==> config.mk <==
export PLATFORM = sky130hd
export DESIGN_NAME = oc_stage
export DESIGN_NICKNAME = d
export VERILOG_FILES = /design/src/rtl/oc_stage_pkg.sv /design/src/rtl/oc_block_sel.sv /design/src/rtl/oc_level_gate.sv /design/src/rtl/oc_dt_timer.sv /design/src/rtl/oc_stage.sv
export SDC_FILE = /design/constraint.sdc
export NUM_CORES = 1
export LEC_CHECK = 0
export BUFFER_PORTS_ARGS = -buffer_cell sky130_fd_sc_hd__buf_2
export CAP_MARGIN = 10
export CORE_MARGIN = 8
export CORE_UTILIZATION = 52
export DETAILED_ROUTE_END_ITERATION = 10
export MAX_ROUTING_LAYER = met4
export PLACE_DENSITY = 0.72
export SYNTH_ARGS = -nofsm -noshare
export SYNTH_HDL_FRONTEND = slang
export SYNTH_HIERARCHICAL = 1
export SYNTH_SLANG_ARGS = --single-unit
==> constraint.sdc <==
create_clock -name clk -period 6.54 [get_ports clk]
set_clock_uncertainty 0.15 [all_clocks]
set_input_delay 0.654 -clock clk [delete_from_list [all_inputs] [get_ports clk]]
set_output_delay 0.654 -clock clk [all_outputs]
set_load 0.01 [all_outputs]
==> src/rtl/oc_stage_pkg.sv <==
package oc_stage_pkg;
   localparam int NUM_PH = 3;
   typedef logic [NUM_PH-1:0] ph_vec_t;
endpackage

==> src/rtl/oc_block_sel.sv <==
module oc_block_sel
   import oc_stage_pkg::*;
#(
   parameter bit DT_ONLY = 1'b1
) (
   input  logic    h2_en,
   input  logic    h2_all,
   input  ph_vec_t h2_flag,
   input  logic    h2_any,
   input  logic    tmr_blk,
   input  logic    ar_blk,
   input  logic    ar_en,
   output ph_vec_t start_blk,
   output logic    timer_hold
);
   logic ar_hold;

   generate
      if (DT_ONLY) begin : g_ar_gate
         assign ar_hold = ar_blk & ar_en;
      end else begin : g_no_ar
         logic unused_ar;
         assign unused_ar = ar_blk ^ ar_en;
         assign ar_hold   = 1'b0;
      end
   endgenerate

   always_comb begin
      for (int i = 0; i < NUM_PH; i++) begin
         if (!h2_en)
            start_blk[i] = 1'b0;
         else if (h2_all)
            start_blk[i] = h2_any;
         else
            start_blk[i] = h2_flag[i];
      end
   end

   assign timer_hold = tmr_blk | ar_hold;
endmodule

==> src/rtl/oc_level_gate.sv <==
module oc_level_gate #(
   parameter int MAG_W = 16
) (
   input  logic [MAG_W-1:0] mag,
   input  logic [MAG_W-1:0] pickup,
   input  logic             blk,
   output logic             start
);
   logic above;
   assign above = (mag > pickup);
   assign start = above & ~blk;
endmodule

==> src/rtl/oc_dt_timer.sv <==
module oc_dt_timer #(
   parameter int CNT_W = 16
) (
   input  logic             clk,
   input  logic             rst,
   input  logic             tick,
   input  logic             start,
   input  logic             hold,
   input  logic [CNT_W-1:0] op_delay,
   input  logic [CNT_W-1:0] reset_time,
   output logic             trip
);
   logic [CNT_W-1:0] cnt_q, cnt_n;
   logic [CNT_W-1:0] idle_q;
   logic [CNT_W:0]   idle_n;
   logic             trip_q;

   assign cnt_n  = (cnt_q >= op_delay) ? cnt_q : cnt_q + 1'b1;
   assign idle_n = {1'b0, idle_q} + 1'b1;

   always_ff @(posedge clk) begin
      if (rst) begin
         cnt_q  <= '0;
         idle_q <= '0;
         trip_q <= 1'b0;
      end else if (tick) begin
         if (hold) begin
            trip_q <= 1'b0;
         end else if (start) begin
            idle_q <= '0;
            cnt_q  <= cnt_n;
            trip_q <= (cnt_n >= op_delay);
         end else begin
            trip_q <= 1'b0;
            if (idle_n >= {1'b0, reset_time}) begin
               cnt_q  <= '0;
               idle_q <= '0;
            end else begin
               idle_q <= idle_n[CNT_W-1:0];
            end
         end
      end
   end

   assign trip = trip_q;

   p_drop_with_start_r6: assert property (@(posedge clk) disable iff (rst)
      (tick && !start) |=> !trip);
   p_hold_clears_trip_r8: assert property (@(posedge clk) disable iff (rst)
      (tick && hold) |=> !trip);
   p_quiet_between_ticks_r12: assert property (@(posedge clk) disable iff (rst)
      !tick |=> ($stable(trip) && $stable(cnt_q) && $stable(idle_q)));
endmodule

==> src/rtl/oc_stage.sv <==
module oc_stage
   import oc_stage_pkg::*;
#(
   parameter int MAG_W   = 16,
   parameter int CNT_W   = 16,
   parameter bit DT_ONLY = 1'b1
) (
   input  logic             clk,
   input  logic             rst,
   input  logic             tick,
   input  logic [MAG_W-1:0] mag_a,
   input  logic [MAG_W-1:0] mag_b,
   input  logic [MAG_W-1:0] mag_c,
   input  logic [MAG_W-1:0] pickup,
   input  logic [CNT_W-1:0] op_delay,
   input  logic [CNT_W-1:0] reset_time,
   input  logic             h2_en,
   input  logic             h2_all,
   input  logic [2:0]       h2_flag,
   input  logic             h2_any,
   input  logic             tmr_blk,
   input  logic             ar_blk,
   input  logic             ar_en,
   output logic [2:0]       start_ph,
   output logic [2:0]       trip_ph,
   output logic             start_any,
   output logic             trip_any
);
   generate
      if (MAG_W < 2 || MAG_W > 32) begin : g_bad_mag
         $error("oc_stage: MAG_W out of range");
      end
      if (CNT_W < 2 || CNT_W > 32) begin : g_bad_cnt
         $error("oc_stage: CNT_W out of range");
      end
   endgenerate

   logic [MAG_W-1:0] mag_v [NUM_PH];
   ph_vec_t          blk_v, st_comb, start_q, trip_v;
   logic             timer_hold;

   assign mag_v[0] = mag_a;
   assign mag_v[1] = mag_b;
   assign mag_v[2] = mag_c;

   oc_block_sel #(.DT_ONLY(DT_ONLY)) u_blk (
      .h2_en     (h2_en),
      .h2_all    (h2_all),
      .h2_flag   (h2_flag),
      .h2_any    (h2_any),
      .tmr_blk   (tmr_blk),
      .ar_blk    (ar_blk),
      .ar_en     (ar_en),
      .start_blk (blk_v),
      .timer_hold(timer_hold)
   );

   generate
      for (genvar i = 0; i < NUM_PH; i++) begin : g_ph
         oc_level_gate #(.MAG_W(MAG_W)) u_gate (
            .mag   (mag_v[i]),
            .pickup(pickup),
            .blk   (blk_v[i]),
            .start (st_comb[i])
         );
         oc_dt_timer #(.CNT_W(CNT_W)) u_tmr (
            .clk       (clk),
            .rst       (rst),
            .tick      (tick),
            .start     (st_comb[i]),
            .hold      (timer_hold),
            .op_delay  (op_delay),
            .reset_time(reset_time),
            .trip      (trip_v[i])
         );

         p_no_start_below_r1: assert property (@(posedge clk) disable iff (rst)
            (tick && (mag_v[i] <= pickup)) |=> !start_ph[i]);
      end
   endgenerate

   always_ff @(posedge clk) begin
      if (rst)
         start_q <= '0;
      else if (tick)
         start_q <= st_comb;
   end

   assign start_ph  = start_q;
   assign trip_ph   = trip_v;
   assign start_any = |start_q;
   assign trip_any  = |trip_v;

   p_trip_needs_start_r5: assert property (@(posedge clk) disable iff (rst)
      ((trip_ph & ~start_ph) == 3'b000));
   p_all_phase_block_r3: assert property (@(posedge clk) disable iff (rst)
      (tick && h2_en && h2_all && h2_any) |=> (start_ph == 3'b000));
   p_ext_block_r8: assert property (@(posedge clk) disable iff (rst)
      (tick && tmr_blk) |=> (trip_ph == 3'b000));
   p_start_quiet_r12: assert property (@(posedge clk) disable iff (rst)
      !tick |=> $stable(start_ph));
endmodule

==> impl_metrics.csv <==
group,metric,value,unit
run_status,outcome,"complete, no violations",
setup_path,setup.worst_path.class,"reg -> reg",
setup_path,worst-path-buf-inv,1,
power_and_ir_drop,leakage,6.51,nW
timing,timing_max_transition_violations_final,0,
timing,timing.hold.ws,0.339,ns
timing,final_critical_path_setup_slack,2.04,ns
die,rows,53,
clocking,cts-root-to-sink-buffers,2,
logic_synthesis,proportion_of_synthesized_flip_flops_having_asynchronous_set_or_reset,0,
logic_synthesis,yosysWarnings,6,
clocking,clk_transition_reported_paths,0.07,ns
die,top_level_ports,116,
clocking,tritoncts,"yes",
global_route,grt_remaining_overflow,0,
placed_design,place_ws,1.85,ns
timing,setup-violations-final,0,
layout,num-nets-final,1825,
setup_path,r2r_slack,2.04,ns
logic_synthesis,synth_top_flop_cell,"sky130_fd_sc_hd__dfxtp_1",
global_route,grt_pass1_wl,47.6,mm
clocking,clock-root-buffer,"sky130_fd_sc_hd__clkbuf_16",
timing,period_share,0.688,
clocking,cts_sinks,102,
logic_synthesis,post_synth_instance_area,11200,µm²
route,route.antenna.remaining_nets,0,
placed_design,place_congestion,0.916,
layout,drive_above_1_share,0.112,
global_route,global_route_usage_sum,0.221,
logic_synthesis,netlist.top_cell.by_area,"sky130_fd_sc_hd__ha_1",
logic_synthesis,syn_avg_cell_area,7.76,µm²
logic_synthesis,syn_inst,1440,
clocking,clock_latency,0.35,ns
setup_path,critical_path_peak_fanout,25,
setup_path,timing.critical_path.required,6.65,ns
setup_path,crit_family,"simple AND/OR/NAND/NOR gates",
die,die_h,163,µm
route,vias_per_cell,5.90,
global_route,number_of_global_route_vias_before_repair,10100,
logic_synthesis,synth_fp_nets,1746,
clocking,cts.repair_timing.setup_buffer_count,0,
timing,timing_hold_violations_final,0,
setup_path,worst_path_largest_cell_delay,0.71,ns
global_route,antenna_found_initial,0,
power_and_ir_drop,max-vdd-ir-drop,105,µV
timing,unrepaired_setup_endpoints_after_global_routing,"false",
power_and_ir_drop,power-per-cell-area,122,nW/µm²
layout,antenna_cells_inserted,0,
layout,relative_area_change_from_synthesis_to_final_layout,8.89,%
logic_synthesis,share_of_the_synthesized_area_in_the_top_cell_type,0.222,
global_route,grt_start_max_net_pins,29,
logic_synthesis,synth_edf_count,0,
die,die_area,26400,µm²
setup_path,worst-endpoint-arrival,4.60,ns
logic_synthesis,netlist_top_cells_area,"sky130_fd_sc_hd__ha_1, sky130_fd_sc_hd__dfxtp_1, sky130_fd_sc_hd__inv_1, sky130_fd_sc_hd__nand2_1, sky130_fd_sc_hd__xnor2_1",
setup_path,critical_path.cell_chain,"inv_1 > ha_1 > nand2b_1 > a2111oi_0 > nor4_1 > or3_1 > nor3_1 > xor2_1 > ha_1 > nand4_1 > or3_1 > a211o_1 > a211oi_1",
timing,worstMarginPinSlew,1.19,ns
logic_synthesis,synth_sequential_area_ratio,0.183,
die,dieWidth,163,µm
timing,maxClockFrequency,0.222,GHz
route,postRouteWirelength,29.2,mm
route,first_drt_iteration_drcs,535,
timing,post-route-min-period,4.50,ns
job,maxCapViolCount,0,
route,drc,0,
placed_design,buffer_ports.inserted,115,
route,dr.pass1.iters,5,
logic_synthesis,yosys_register_bits,102,
clocking,numCtsBuffers,9,
logic_synthesis,synth_cell_types,70,
clocking,cts_resized,0,
route,routed_wire_length_per_instance,16.3,µm
placed_design,place.detailed.hpwl,23.2,mm
setup_path,critPathCaptureType,"register",
setup_path,critPathLaunchType,"register",
die,core_area,21100,µm²
clocking,h-tree-depth,3,
clocking,ctsHoldBuffers,0,
timing,maxSlewHeadroom,0.203,
min_path,worst_hold_path_type,"reg -> reg",
die,start_util,0.530,
route,detailroute.via_count,10600,
setup_path,timing.critical_path.slowest_stage_cell,"sky130_fd_sc_hd__or3_1",
timing,fin_tns_setup,0,ns
==> path summary, 6_finish.rpt <==
path	to	from	cells past startpoint
setup / recovery	g_ph[1].u_tmr/trip$_SDFFE_PP0P_	g_ph[1].u_tmr/cnt_q[0]$_SDFFE_PP0P_	13
hold / removal	g_ph[0].u_tmr/idle_q[15]$_SDFFE_PP0P_	g_ph[0].u_tmr/idle_q[15]$_SDFFE_PP0P_	2
setup reg to reg	g_ph[1].u_tmr/trip$_SDFFE_PP0P_	g_ph[1].u_tmr/cnt_q[0]$_SDFFE_PP0P_	13
hold reg to reg	g_ph[0].u_tmr/idle_q[15]$_SDFFE_PP0P_	g_ph[0].u_tmr/idle_q[15]$_SDFFE_PP0P_	2
==> worst reg2reg max path: stages (launching register included) <==
cell	delay, ns
sky130_fd_sc_hd__dfxtp_1	0.42
sky130_fd_sc_hd__inv_1	0.10
sky130_fd_sc_hd__ha_1	0.27
sky130_fd_sc_hd__nand2b_1	0.13
sky130_fd_sc_hd__a2111oi_0	0.59
sky130_fd_sc_hd__nor4_1	0.12
sky130_fd_sc_hd__or3_1	0.72
sky130_fd_sc_hd__nor3_1	0.41
sky130_fd_sc_hd__xor2_1	0.12
sky130_fd_sc_hd__ha_1	0.32
sky130_fd_sc_hd__nand4_1	0.10
sky130_fd_sc_hd__or3_1	0.39
sky130_fd_sc_hd__a211o_1	0.31
sky130_fd_sc_hd__a211oi_1	0.27
==> routing by layer <==
layer	vias to the layer above	routed length [µm]	GRT usage
li1	5348	-	-
met1	4897	13200	0.273
met2	310	13500	0.366
met3	53	1780	0.0354
met4	0	680	0.0638
met5	-	0	-
==> where the power goes <==
group	internal, W	total [W]	switching (W)
clock network	0.000299	0.000560	0.000261
logic	0.000116	0.000288	0.000172
registers	0.000625	0.000631	0.00000649
total	0.00104	0.00148	0.000439
==> stage by stage <==
step / power (W) / std cells / cell area [µm²] / util
floorplan: 0.000825 / 1440 / 11200 / -
global route: 0.00155 / 1798 / 12200 / 0.577
CTS: 0.00150 / 1798 / 12200 / 0.577
detailed placement: 0.000932 / 1783 / 11900 / 0.563
finish: 0.00148 / 1798 / 12200 / 0.577
global placement: 0.000924 / 1783 / 11900 / 0.563
==> layout by cell type, fill, tap and decap left out, types with 31 or more instances in the layout <==
master                      n
sky130_fd_sc_hd__a211o_1   34
sky130_fd_sc_hd__a21o_1    31
sky130_fd_sc_hd__a21oi_1   73
sky130_fd_sc_hd__and3_1    55
sky130_fd_sc_hd__buf_2    115
sky130_fd_sc_hd__dfxtp_1  102
sky130_fd_sc_hd__ha_1     198
sky130_fd_sc_hd__inv_1    160
sky130_fd_sc_hd__nand2_1  155
sky130_fd_sc_hd__nand3_1   82
sky130_fd_sc_hd__nand4_1   35
sky130_fd_sc_hd__nor2_1    95
sky130_fd_sc_hd__xnor2_1   51
==> area by class of cell <==
| type | instances | area [µm²] |
|---|---|---|
| well taps | 275 | 344 |
| clock inverters | 6 | 70.1 |
| clock buffers | 9 | 225 |
| multi-input cells | 1127 | 8280 |
| inverters | 160 | 601 |
| fillers | 2021 | 8920 |
| repair buffers | 119 | 606 |
| flip-flops and latches | 102 | 2040 |
==> synth_stat cells (5+ instances only) <==
master	instances
sky130_fd_sc_hd__o311ai_0	7
sky130_fd_sc_hd__o311a_1	5
sky130_fd_sc_hd__nand3_1	82
sky130_fd_sc_hd__xnor2_1	51
sky130_fd_sc_hd__and3_1	55
sky130_fd_sc_hd__xor2_1	26
sky130_fd_sc_hd__o21ai_0	21
sky130_fd_sc_hd__nand2b_1	24
sky130_fd_sc_hd__a21oi_1	73
sky130_fd_sc_hd__nand4_1	35
sky130_fd_sc_hd__nor2_1	95
sky130_fd_sc_hd__o21a_1	12
sky130_fd_sc_hd__a21o_1	31
sky130_fd_sc_hd__nor3_1	11
sky130_fd_sc_hd__and4_1	9
sky130_fd_sc_hd__a41o_1	6
sky130_fd_sc_hd__inv_1	160
sky130_fd_sc_hd__ha_1	198
sky130_fd_sc_hd__or3_1	9
sky130_fd_sc_hd__a211o_1	34
sky130_fd_sc_hd__o211ai_1	15
sky130_fd_sc_hd__a32o_1	14
sky130_fd_sc_hd__and2_1	13
sky130_fd_sc_hd__nor2b_1	17
sky130_fd_sc_hd__o22ai_1	10
sky130_fd_sc_hd__a211oi_1	19
sky130_fd_sc_hd__buf_2	12
sky130_fd_sc_hd__dfxtp_1	102
sky130_fd_sc_hd__clkbuf_1	31
sky130_fd_sc_hd__nand2_1	155
sky130_fd_sc_hd__or4_1	6
==> registers in the layout, summed over array words and instances, names as in the netlist <==
name               flops
g_ph.u_tmr/cnt_q      48
g_ph.u_tmr/idle_q     48
g_ph.u_tmr/trip        3
start_ph               3
==> kinds of logic after synthesis <==
family                     synth area share
buffers and inverters                0.0763
xor gates and xnor gates             0.0604
muxes                               0.00672
AOI/OAI and AO/OA                     0.213
adders and majority gates             0.222
DFF                                   0.183
and+or+nand+nor                       0.239
(Power assumes the default switching activity.)
